==> config.mk <==
export PLATFORM = sky130hd
export DESIGN_NAME = johnson_strobe_gen
export DESIGN_NICKNAME = d
export VERILOG_FILES = /design/src/rtl/johnson_pkg.sv /design/src/rtl/johnson_ring.sv /design/src/rtl/johnson_decode.sv /design/src/rtl/johnson_strobe_gen.sv
export SDC_FILE = /design/constraint.sdc
export NUM_CORES = 1
export LEC_CHECK = 0
export ABC_CLOCK_PERIOD_IN_PS = 800
export BUFFER_PORTS_ARGS = -buffer_cell sky130_fd_sc_hd__buf_2
export CAP_MARGIN = 30
export CORE_AREA = 2 2 39 41
export CTS_BUF_LIST = sky130_fd_sc_hd__clkbuf_4
export DETAILED_ROUTE_END_ITERATION = 10
export DIE_AREA = 0 0 41 43
export PLACE_DENSITY_LB_ADDON = 0.15
export SLEW_MARGIN = 0
export SYNTH_ARGS = -nofsm -noshare
export SYNTH_HDL_FRONTEND = slang
export SYNTH_SLANG_ARGS = --single-unit
==> constraint.sdc <==
create_clock -name clk -period 0.8 [get_ports clk]
set_clock_uncertainty 0.05 [all_clocks]
set_input_delay 0.04 -clock clk [delete_from_list [all_inputs] [get_ports clk]]
set_output_delay 0.04 -clock clk [all_outputs]
set_load 0.05 [all_outputs]
==> src/rtl/johnson_pkg.sv <==
// Package: shared sizing helpers for the twisted-ring strobe sequencer.
// Assumes the stage count is at least 1.
package johnson_pkg;

    // Number of distinct phases produced by a twisted ring of n stages.
    function automatic int phase_count(input int n);
        return 2 * n;
    endfunction

endpackage

==> src/rtl/johnson_ring.sv <==
// Module: twisted-ring counter core.
// The first stage loads the inverse of the last stage. Every later stage loads
// its lower neighbour. A synchronous active-low reset clears all stages.
// Assumes only states reachable from reset ever occur.
module johnson_ring #(
    parameter int STAGES = 3
) (
    input  logic              clk,
    input  logic              rst_n,
    output logic [STAGES-1:0] ring_q
);

    localparam int LAST = STAGES - 1;

    logic [STAGES-1:0] ring_next;

    // Next-state logic: the ring shifts up and the inverted top bit feeds back.
    always_comb begin
        ring_next[0] = ~ring_q[LAST];
        for (int i = 1; i < STAGES; i++) begin
            ring_next[i] = ring_q[i-1];
        end
    end

    // State register with synchronous clear.
    always_ff @(posedge clk) begin
        if (!rst_n) ring_q <= '0;
        else        ring_q <= ring_next;
    end

    AST_RESET_CLEARS: assert property (@(posedge clk) !rst_n |=> (ring_q == '0));

    AST_FEEDBACK_INVERT: assert property (@(posedge clk) disable iff (!rst_n)
        $past(rst_n) |-> (ring_q[0] == ~$past(ring_q[LAST])));

    generate
        for (genvar g = 1; g < STAGES; g++) begin : g_shift_chk
            AST_SHIFT_UP: assert property (@(posedge clk) disable iff (!rst_n)
                $past(rst_n) |-> (ring_q[g] == $past(ring_q[g-1])));
        end
    endgenerate

endmodule

==> src/rtl/johnson_decode.sv <==
// Module: two-input AND decoder from the ring stages to the one-hot strobes.
// The all-zero and all-one phases use the first and last stages. Every other
// phase uses the adjacent pair at the edge between its ones and its zeros.
// Assumes the ring holds a legal twisted-ring state.
module johnson_decode #(
    parameter int STAGES = 3
) (
    input  logic [STAGES-1:0]   ring_q,
    output logic [2*STAGES-1:0] phase_hot
);

    localparam int LAST = STAGES - 1;

    // End phases: all stages clear (phase 0) and all stages set (phase STAGES).
    assign phase_hot[0]      = ~ring_q[0] & ~ring_q[LAST];
    assign phase_hot[STAGES] =  ring_q[0] &  ring_q[LAST];

    generate
        for (genvar k = 1; k < STAGES; k++) begin : g_pair
            // Filling half: ones reach up to stage k-1.
            assign phase_hot[k]          =  ring_q[k-1] & ~ring_q[k];
            // Draining half: zeros reach up to stage k-1.
            assign phase_hot[STAGES + k] = ~ring_q[k-1] &  ring_q[k];
        end
    endgenerate

endmodule

==> src/rtl/johnson_strobe_gen.sv <==
// Module: top of the twisted-ring strobe sequencer.
// Connects the ring counter to the pair decoder. Brings out the raw stages
// and the 2*STAGES one-hot strobes. The reset is synchronous and active low.
// Assumes STAGES >= 1.
module johnson_strobe_gen
    import johnson_pkg::*;
#(
    parameter int STAGES = 3
) (
    input  logic                clk,
    input  logic                rst_n,
    output logic [STAGES-1:0]   stage_q,
    output logic [2*STAGES-1:0] strobe
);

    localparam int PHASES = phase_count(STAGES);

    logic [STAGES-1:0] ring_q;
    logic [PHASES-1:0] phase_hot;

    johnson_ring #(.STAGES(STAGES)) u_ring (
        .clk    (clk),
        .rst_n  (rst_n),
        .ring_q (ring_q)
    );

    johnson_decode #(.STAGES(STAGES)) u_decode (
        .ring_q    (ring_q),
        .phase_hot (phase_hot)
    );

    // Output wiring.
    assign stage_q = ring_q;
    assign strobe  = phase_hot;

    AST_STROBE_ONEHOT: assert property (@(posedge clk) disable iff (!rst_n)
        $past(rst_n) |-> $onehot(strobe));

    AST_STROBE_ADVANCE: assert property (@(posedge clk) disable iff (!rst_n)
        $past(rst_n) |-> (strobe == {$past(strobe[PHASES-2:0]), $past(strobe[PHASES-1])}));

    AST_RESET_PHASE0: assert property (@(posedge clk) !rst_n |=> (strobe == PHASES'(1)));

endmodule

# Word level (Yosys, flattened, before mapping)
# Index checks and enable logic that the tools add are counted.
dict set report totals {
  register_bits 3
  in_bits 2
  out_inout_bits 9
  word_cells 10
}
dict set report classes {
  bitwise_logic 9
}
# cell count
set ops {}
lappend ops {{bitwise AND 1 bit} 6}
lappend ops {{inverter 1 bit} 3}

# Logic depth before layout (Yosys ltp)
# Gate-level depths: netlist of the first run.
dict set report depth {
  word_depth 2
  ltp_mapped 1
  ltp_nobuf 1
}

# Cells and area by module
# Synthesis of the first run repeated with hierarchy kept, for this count alone.
dict set report hier_totals {
  cells_unflattened 14
  hier_area_um2 141.4
}
# mod n_inst cells_per_inst area_each_um2 seq_area_each_um2
set by_module_without_submodules {}
lappend by_module_without_submodules {johnson_ring 1 8 101.3 60.1}
lappend by_module_without_submodules {johnson_decode 1 6 40.0 0.0}

# Worst setup path after synthesis of the first run
# No wires, ideal clock.
dict set report synth_path {
  path_type {register -> output}
  start {register u_ring.ring_q[2]}
  end {output port strobe[2]}
  arrival_time_ns 1.265
  required_time_ns 0.710
  slack_ns -0.555
  stages_incl_launch_ff 2
  path_buffers 0
  path_cell_list {dfxtp_1 nor2b_1}
}
dict set report synth_between {
  elab_chain_cells 2
}
# element line
set synth_rtl {}
lappend synth_rtl {{start, declared} johnson_ring.sv:10} ;# output logic [STAGES-1:0] ring_q
lappend synth_rtl {{start signal, assigned} johnson_ring.sv:28} ;# else ring_q <= ring_next;
lappend synth_rtl {{inverter 1 bit} johnson_decode.sv:21} ;# assign phase_hot[k] = ring_q[k-1] & ~ring_q[k];
lappend synth_rtl {{bitwise AND 1 bit} johnson_decode.sv:21}
lappend synth_rtl {{end, declared} johnson_strobe_gen.sv:13} ;# output logic [2*STAGES-1:0] strobe
# No other way between the ends.

# Worst setup path after layout of the first run
dict set report layout_path {
  start {register u_ring.ring_q[1]}
  end {output port strobe[5]}
}
dict set report layout_between {
  elab_chain_cells 2
}
# element line
set layout_rtl {}
lappend layout_rtl {{inverter 1 bit} johnson_decode.sv:23} ;# assign phase_hot[STAGES + k] = ~ring_q[k-1] & ring_q[k];
lappend layout_rtl {{bitwise AND 1 bit} johnson_decode.sv:23}
# No other way between the ends.

==> results.json, run 1 <==
{
  "cts_sinks": 3,
  "final.min_clock_period_ps": 1060,
  "endpoint_kind": "output pin",
  "period_share_pct": 133,
  "crit_arrival_ps": 970,
  "clockBufferDepth": 2,
  "fmax_mhz": 939,
  "final_hold_viol_count": 0,
  "r2r_cells": 1,
  "htreeDepth": 1,
  "internal-power_mw": 0.466,
  "peakVddDrop_v": 0.000783,
  "critPathKind": "reg2out",
  "largest_reg_flops": 3,
  "tightest_slew_ps": 246,
  "drive_gt1_share_pct": 89.3,
  "rows": 14,
  "antenna_found_initial": 0,
  "vias": 151,
  "multi_input_area_um2": 86.3,
  "run_status": "complete, but fails checks",
  "worstSetupStartpointType": "flop",
  "seqPwrFrac_pct": 25.5,
  "timing.final.ws_setup_ps": -265,
  "ios": 11,
  "ys_ff_latch": 3,
  "grt_max_degree": 7,
  "post_drt_wl_per_cell_um": 9.86,
  "areaGrowthSynthToFinish_pct": 165,
  "p_sw_share_pct": 32.2,
  "totalWireLength_um": 434,
  "dp_hpwl_um": 256,
  "p_comb_share_pct": 29.1,
  "hp-class": "reg2reg",
  "ant_nets": 0,
  "nFillCells": 157,
  "ys_warn_count": 0,
  "setup_violations": 9,
  "yosysSeqAreaShare_pct": 44.4,
  "cts_tree": "built",
  "gr-total-overflow": 0,
  "floorplan.initialDensity_pct": 9.76,
  "violations": "negative setup slack",
  "diodes": 0,
  "grt_pass1_wl_um": 690,
  "p_per_area_mw_per_mm2": 1920,
  "reg.largest.list": "u_ring.ring_q (3)",
  "path_max_fanout": 6,
  "gp_congestion": 0.545,
  "grt_pass1_vias": 174,
  "clock_power_share_pct": 45.4,
  "clk_pin_slew_ps": 40,
  "dieArea_mm2": 0.00176,
  "cts_buffers": 3,
  "p_switching_mw": 0.222,
  "worstHoldPathCells": 1,
  "slew_headroom_pct": 83.7,
  "grt_usage_pct": 6.71,
  "drc": 0,
  "power_leakage_nw": 0.158,
  "stdcell_count": 44,
  "regArea_um2": 71.3,
  "dieHeight_um": 43,
  "ys_types": 7,
  "cap_violations": 0,
  "synthesis.instances": 14,
  "via_per_inst": 3.43,
  "nNetsFinal": 31,
  "drt_iter0_markers": 1,
  "dp_worst_setup_slack_ps": -221,
  "syn_avg_cell_area_um2": 9.65,
  "design_area_um2": 358,
  "worstPathRequired_ps": 710,
  "syn_area_um2": 135,
  "rsz0062_at_grt": "true",
  "report.final.slew_viol_count": 0,
  "synth_fp_nets": 16,
  "clock_latency_ps": 240,
  "r2r_slack_ps": 120,
  "firstDrtPassIters": 2,
  "cts_root_buf": "clkbuf_4",
  "top_register": "u_ring.ring_q",
  "core_mm2": 0.00138,
  "port_buffers": 10,
  "die_w_um": 41,
  "dp.cells": 38,
  "fin_setup_tns_ps": -1760,
  "place_area_um2": 220
}
-- kinds of logic (layout without fill, tap and decap cells) --
| group | after synthesis | count (layout) | share of synthesized area, % |
|---|---|---|---|
| and+or+nand+nor | 9 | 9 | 44.4 |
| buffers and inverters | 2 | 16 | 11.1 |
| DFF | 3 | 3 | 44.4 |
-- final cells by class --
cell class,count,area share [%]
tap,16,5.59
multi-input combinational,9,24.1
clock buffer,4,8.39
timing repair buffer,12,42.0
sequential,3,19.9
-- through the flow --
stage	power [mW]	util [%]	hold WS [ps]
floorplan	0.300	-	117
global placement	0.319	15.9	217
detailed placement	0.322	15.9	227
CTS	0.690	24.9	464
global route	0.739	25.9	470
finish	0.688	25.9	451
-- placed cells by master, fill, tap and decap left out --
master,count
dlygate4sd3_1,1
buf_8,6
and2_2,1
and2_1,1
nor2_4,1
and2b_2,1
and2b_4,1
buf_2,1
and2_4,1
clkbuf_4,4
buf_6,4
nor2b_4,2
nor2b_1,1
dfxtp_4,3
-- worst max-delay path, cell delays in order, from the launching register on --
cell and delay [ps]:
dfxtp_4 350, and2b_4 250, buf_8 140
-- routing by layer --
layer  vias up  global-route usage, %  part of all wire [%]
li1         67                      -                     -
met1        69                   4.47                    36
met2        13                   10.6                    51
met3         2                   3.66                   8.5
met4         0                   8.00                   3.9
met5         -                      0                     0
-- power groups by stage --
stage	Clock (mW)	Sequential [mW]	Combinational [mW]
floorplan	0	0.181	0.119
global placement	0	0.176	0.143
finish	0.312	0.175	0.200
global route	0.352	0.177	0.210
CTS	0.322	0.176	0.192
detailed placement	0	0.178	0.144
-- synthesized netlist by cell type --
cell | instances | area [um^2]
and2_1 | 2 | 12.5
and2_2 | 1 | 7.51
and2b_2 | 2 | 17.5
buf_4 | 2 | 15.0
dfxtp_1 | 3 | 60.1
nor2_1 | 1 | 3.75
nor2b_1 | 3 | 18.8
-- worst paths after layout --
check / startpoint / to
setup / recovery: u_ring.ring_q[1]$_SDFF_PN0_ / strobe[5]
hold / removal: u_ring.ring_q[2]$_SDFF_PN0_ / u_ring.ring_q[0]$_SDFF_PN0_
setup reg to reg: u_ring.ring_q[1]$_SDFF_PN0_ / u_ring.ring_q[2]$_SDFF_PN0_
hold reg to reg: u_ring.ring_q[2]$_SDFF_PN0_ / u_ring.ring_q[0]$_SDFF_PN0_
-- what timing repair did --
item	4_1_cts	5_1_grt
hold endpoints to repair	2	0
hold buffers	1	0
setup buffers	1	1
gates resized for setup	25	3
setup endpoints to repair	9	10
(Power assumes the default switching activity.)
==> run 2, diff against run 1 <==
--- a/config.mk
+++ b/config.mk
@@ -9,7 +9,6 @@
 export BUFFER_PORTS_ARGS = -buffer_cell sky130_fd_sc_hd__buf_2
 export CAP_MARGIN = 30
 export CORE_AREA = 2 2 39 41
-export CTS_BUF_LIST = sky130_fd_sc_hd__clkbuf_4
 export DETAILED_ROUTE_END_ITERATION = 10
 export DIE_AREA = 0 0 41 43
 export PLACE_DENSITY_LB_ADDON = 0.15
==> run 2 against run 1 <==
  * The flow still finishes with violations (negative setup slack)
  * Routed wire length grew 3.0%
  * Via count shrank 2.0%
  * Combinational power is essentially flat
  * Total power shrank 5.5%
  * First-iteration DRC count is the same
  * Non-clock buffer count is the same
  * Critical path type unchanged
  * Largest power group unchanged
==> results.json, run 2 (synthesized netlist as in run 1, its figures left out) <==
{
  "layout_commonest_cell": "buf_8",
  "gp_congestion": 0.545,
  "nFillCells": 158,
  "p_comb_share_pct": 30.9,
  "diodes": 0,
  "crit_arrival_ps": 970,
  "peakVddDrop_v": 0.000570,
  "hold_start": "u_ring.ring_q[2]$_SDFF_PN0_",
  "worstPathCellList": "and2b_4, buf_8",
  "dp_worst_setup_slack_ps": -221,
  "r2r_cells": 1,
  "endpoint_kind": "output pin",
  "rows": 14,
  "internal-power_mw": 0.432,
  "nNetsFinal": 31,
  "final_hold_viol_count": 0,
  "floorplan.initialDensity_pct": 9.76,
  "dieArea_mm2": 0.00176,
  "utilization_pct": 25.6,
  "dp.cells": 38,
  "regToRegStartpoint": "u_ring.ring_q[1]$_SDFF_PN0_",
  "grt_usage_pct": 7.01,
  "p_sw_share_pct": 33.5,
  "ant_nets": 0,
  "worstHoldPathCells": 1,
  "worstSetupStartpointType": "flop",
  "cts_root_buf": "clkbuf_4",
  "timing.final.ws_setup_ps": -262,
  "clockBufferDepth": 2,
  "worstPathRequired_ps": 710,
  "port_buffers": 10,
  "gr-total-overflow": 0,
  "antenna_found_initial": 0,
  "die_w_um": 41,
  "clock_latency_ps": 240,
  "final.min_clock_period_ps": 1060,
  "path_max_fanout": 6,
  "grt_max_degree": 7,
  "top_register": "u_ring.ring_q",
  "slowest_stage": "dfxtp_4",
  "core_mm2": 0.00138,
  "fmax_mhz": 942,
  "cts_buffers": 3,
  "place_area_um2": 220,
  "most-common-layout-cells": "6 x buf_8, 4 x buf_6, 3 x clkbuf_4, 3 x dfxtp_4, 2 x nor2b_4",
  "clock_power_share_pct": 42.2,
  "critPathKind": "reg2out",
  "via_per_inst": 3.36,
  "slew_headroom_pct": 83.7,
  "cts_tree": "built",
  "grt_pass1_wl_um": 703,
  "largest_reg_flops": 3,
  "seqPwrFrac_pct": 27.0,
  "design_area_um2": 354,
  "run_status": "complete, but fails checks",
  "p_switching_mw": 0.218,
  "reg.largest.list": "u_ring.ring_q (3)",
  "vias": 148,
  "cap_violations": 0,
  "report.final.slew_viol_count": 0,
  "hp-class": "reg2reg",
  "drc": 0,
  "p_per_area_mw_per_mm2": 1830,
  "total_power_mw": 0.649,
  "areaGrowthSynthToFinish_pct": 162,
  "post_drt_wl_per_cell_um": 10.2,
  "stdcell_count": 44,
  "whs_endpoint": "u_ring.ring_q[0]$_SDFF_PN0_",
  "rsz0062_at_grt": "true",
  "ios": 11,
  "setup_violations": 9,
  "r2r_slack_ps": 120,
  "dieHeight_um": 43,
  "totalWireLength_um": 447,
  "drive_gt1_share_pct": 85.7,
  "drt_iter0_markers": 1,
  "period_share_pct": 133,
  "max_stage_delay_ps": 350,
  "tightest_slew_ps": 246,
  "power_leakage_nw": 0.154,
  "dp_hpwl_um": 256,
  "htreeDepth": 1,
  "firstDrtPassIters": 2,
  "r2r-end": "u_ring.ring_q[2]$_SDFF_PN0_",
  "clk_pin_slew_ps": 40,
  "worstSetupStartpoint": "u_ring.ring_q[1]$_SDFF_PN0_",
  "violations": "negative setup slack",
  "cts_sinks": 3,
  "grt_pass1_vias": 172
}
-- run 2: cell count changes in the layout (fill, tap and decap cells not counted) --
| cell | change |
|---|---|
| clkbuf_1 | +1 |
| clkbuf_4 | -1 |
-- run 2: area by class of cell --
class                      count  area, um^2  share of cell area (%)
sequential                     3        71.3                    20.1
tap                           16        20.0                    5.65
multi-input combinational      9        86.3                    24.4
timing repair buffer          12         150                    42.4
clock buffer                   4        26.3                    7.42
-- run 2: repair_timing --
action | CTS | global route
gates resized for setup | 25 | 3
endpoints found under the hold margin | 2 | 0
hold buffers | 1 | 0
buffers inserted | 1 | 1
setup endpoints to repair | 9 | 10
pin swaps | 0 | 0
-- run 2: through the flow --
stage | hold slack (ps) | setup TNS, ps
after floorplan | 117 | -146
after global placement | 217 | -743
after detailed placement | 227 | -953
after CTS | 469 | -1800
after global routing | 472 | -2180
final | 455 | -1740
-- run 2: critical path, delay by kind of cell (launching register included) --
| kind | cells | cell delay, ps |
|---|---|---|
| and+or+nand+nor | 1 | 250 |
| DFF | 1 | 350 |
| buffers and inverters | 1 | 140 |
-- run 2: power by group through the flow --
stage / registers, mW / logic (mW) / clock network [mW]
4_1_cts: 0.176 / 0.193 / 0.290
6_report: 0.175 / 0.201 / 0.274
2_1_floorplan: 0.181 / 0.119 / 0
3_5_place_dp: 0.178 / 0.144 / 0
3_3_place_gp: 0.176 / 0.143 / 0
5_1_grt: 0.177 / 0.210 / 0.320
-- run 2: layer usage --
layer | GRT usage, % | share of wire (%) | up-vias
met5 | 0 | 0 | -
met4 | 10.0 | 0 | 0
met3 | 3.66 | 7.2 | 0
met2 | 10.6 | 56 | 11
met1 | 4.47 | 37 | 70
li1 | - | - | 67
-- run 2: how the worst max path moves through the flow --
stage	to	slack, ps	cells after the start
finish	strobe[5]	-260	2
global route	strobe[1]	-310	2
CTS	strobe[5]	-270	2
detailed placement	strobe[3]	-220	2
global placement	strobe[3]	-190	2
floorplan	strobe[1]	-80	1
==> run 3, diff against run 2 <==
--- a/config.mk
+++ b/config.mk
@@ -12,6 +12,7 @@
 export DETAILED_ROUTE_END_ITERATION = 10
 export DIE_AREA = 0 0 41 43
 export PLACE_DENSITY_LB_ADDON = 0.15
+export REMOVE_ABC_BUFFERS = 1
 export SLEW_MARGIN = 0
 export SYNTH_ARGS = -nofsm -noshare
 export SYNTH_HDL_FRONTEND = slang
==> run 3 against run 2 <==
  * The run still ends with negative setup slack left
  * Non-clock buffer count is 1 higher
  * Hold slack worse by 450 ps
  * Final cell count up 2.3%
  * Via count grew 5.4%
  * Clock power shrank 4%
  * Fmax rose by 0.97%
  * Largest power group unchanged
  * Highest routed layer unchanged
==> results.json, run 3 (synthesized netlist as in run 1, its figures left out) <==
{
  "run_status": "complete, but fails checks",
  "violations": "negative setup slack",
  "totalWireLength_um": 426,
  "seqPwrFrac_pct": 27.3,
  "worstSetupStartpointType": "flop",
  "path_max_fanout": 6,
  "report.final.slew_viol_count": 0,
  "whs_endpoint": "u_ring.ring_q[1]$_SDFF_PN0_",
  "internal-power_mw": 0.430,
  "period_share_pct": 131,
  "firstDrtPassIters": 1,
  "gp_congestion": 0.512,
  "ios": 11,
  "core_mm2": 0.00138,
  "grt_pass1_wl_um": 648,
  "areaGrowthSynthToFinish_pct": 160,
  "grt_pass1_vias": 166,
  "setup_violations": 9,
  "place_area_um2": 190,
  "fin_setup_tns_ps": -1600,
  "dp.cells": 38,
  "busiest_layer": "met2",
  "nNetsFinal": 32,
  "final.min_clock_period_ps": 1050,
  "r2r-end": "u_ring.ring_q[2]$_SDFF_PN0_",
  "design_area_um2": 352,
  "die_w_um": 41,
  "dieArea_mm2": 0.00176,
  "rows": 14,
  "top_register": "u_ring.ring_q",
  "cap_violations": 0,
  "clockBufferDepth": 2,
  "crit_buf_inv": 1,
  "regArea_um2": 71.3,
  "endpoint_kind": "output pin",
  "fmax_mhz": 951,
  "slowest_stage": "dfxtp_4",
  "crit_arrival_ps": 960,
  "drt_iter0_markers": 0,
  "cts_sinks": 3,
  "gr-total-overflow": 0,
  "floorplan.initialDensity_pct": 9.76,
  "worstPathRequired_ps": 710,
  "final_hold_viol_count": 0,
  "critPathKind": "reg2out",
  "htreeDepth": 1,
  "vias": 156,
  "cts_root_buf": "clkbuf_4",
  "clk_pin_slew_ps": 40,
  "utilization_pct": 25.4,
  "use_met3_pct": 6.28,
  "nFillCells": 152,
  "r2r_cells": 1,
  "total_power_mw": 0.636,
  "dieHeight_um": 43,
  "use_met1_pct": 4.47,
  "hold_start": "rst_n",
  "hp-class": "in2reg",
  "use_met2_pct": 10.0,
  "port_buffers": 10,
  "post_drt_wl_per_cell_um": 9.47,
  "p_switching_mw": 0.206,
  "via_per_inst": 3.47,
  "most-common-layout-cells": "5 x buf_6, 5 x buf_8, 3 x clkbuf_4, 3 x dfxtp_4, 2 x and2b_2",
  "p_per_area_mw_per_mm2": 1810,
  "rsz0062_at_grt": "true",
  "regToRegStartpoint": "u_ring.ring_q[1]$_SDFF_PN0_",
  "r2r_slack_ps": 130,
  "clock_latency_ps": 230,
  "multi_input_area_um2": 80.1,
  "dp_hpwl_um": 232,
  "reg.largest.list": "u_ring.ring_q (3)",
  "cp_top_family": "flip-flops",
  "timing.final.ws_setup_ps": -252,
  "max_stage_delay_ps": 360,
  "antenna_found_initial": 0,
  "p_comb_share_pct": 31.3,
  "diodes": 0,
  "slew_headroom_pct": 92.0,
  "worstHoldPathCells": 2,
  "peakVddDrop_v": 0.000708,
  "power_leakage_nw": 0.157,
  "p_sw_share_pct": 32.4,
  "clock_power_share_pct": 41.4,
  "stdcell_count": 45,
  "grt_max_degree": 7,
  "grt_usage_pct": 6.11,
  "cts_buffers": 3,
  "worstPathCellList": "and2b_2, buf_6",
  "drc": 0,
  "largest_reg_flops": 3,
  "tightest_slew_ps": 120,
  "cts_tree": "built",
  "drive_gt1_share_pct": 86.2,
  "ant_nets": 0
}
==> run 3: cell count changes in the layout (fill, tap and decap cells not counted) <==
| cell | delta |
|---|---|
| and2b_4 | -1 |
| buf_4 | +1 |
| and2b_2 | +1 |
| nor2b_4 | -1 |
| nor2b_2 | +1 |
| buf_8 | -1 |
| buf_6 | +1 |
==> run 3: final cells by class <==
type	instances	area share, %
Clock buffer	4	7.47
Multi-Input combinational cell	9	22.8
Sequential cell	3	20.3
Tap cell	16	5.69
Timing Repair Buffer	13	43.8
==> run 3: repair_timing <==
item / in CTS / in global routing
pin swaps: 1 / 0
setup endpoints to repair: 9 / 9
resized for setup: 33 / 3
hold endpoints to repair: 1 / 0
setup buffers: 1 / 1
hold buffers: 1 / 0
==> run 3: layer usage <==
layer	part of all wire, %	vias to the layer above	wire length (um)
li1	-	70	-
met1	34	73	144
met2	54	13	231
met3	12	0	50
met4	0	0	0
met5	0	-	0
==> run 3: how the worst max path moves through the flow <==
stage / start / end / cells after the start
after floorplan: u_ring.ring_q[1]$_SDFF_PN0_ / strobe[2] / 1
after global placement: u_ring.ring_q[1]$_SDFF_PN0_ / strobe[1] / 2
after detailed placement: u_ring.ring_q[1]$_SDFF_PN0_ / strobe[5] / 2
after CTS: u_ring.ring_q[1]$_SDFF_PN0_ / strobe[5] / 2
after global routing: u_ring.ring_q[1]$_SDFF_PN0_ / strobe[1] / 2
final: u_ring.ring_q[1]$_SDFF_PN0_ / strobe[1] / 2
==> run 3: power by group through the flow <==
stage               clock network, mW  registers [mW]  logic, mW
floorplan                           0           0.199     0.0772
global placement                    0           0.171      0.133
detailed placement                  0           0.173      0.133
CTS                             0.273           0.172      0.188
global route                    0.299           0.176      0.210
finish                          0.263           0.174      0.199
==> run 3: stage by stage <==
step           hold slack, ps  worst slack (ps)
4_1_cts                  2.48              -254
3_5_place_dp              231              -105
5_1_grt                  7.09              -292
2_1_floorplan             117              -727
6_report                 3.84              -252
3_3_place_gp              220             -80.1
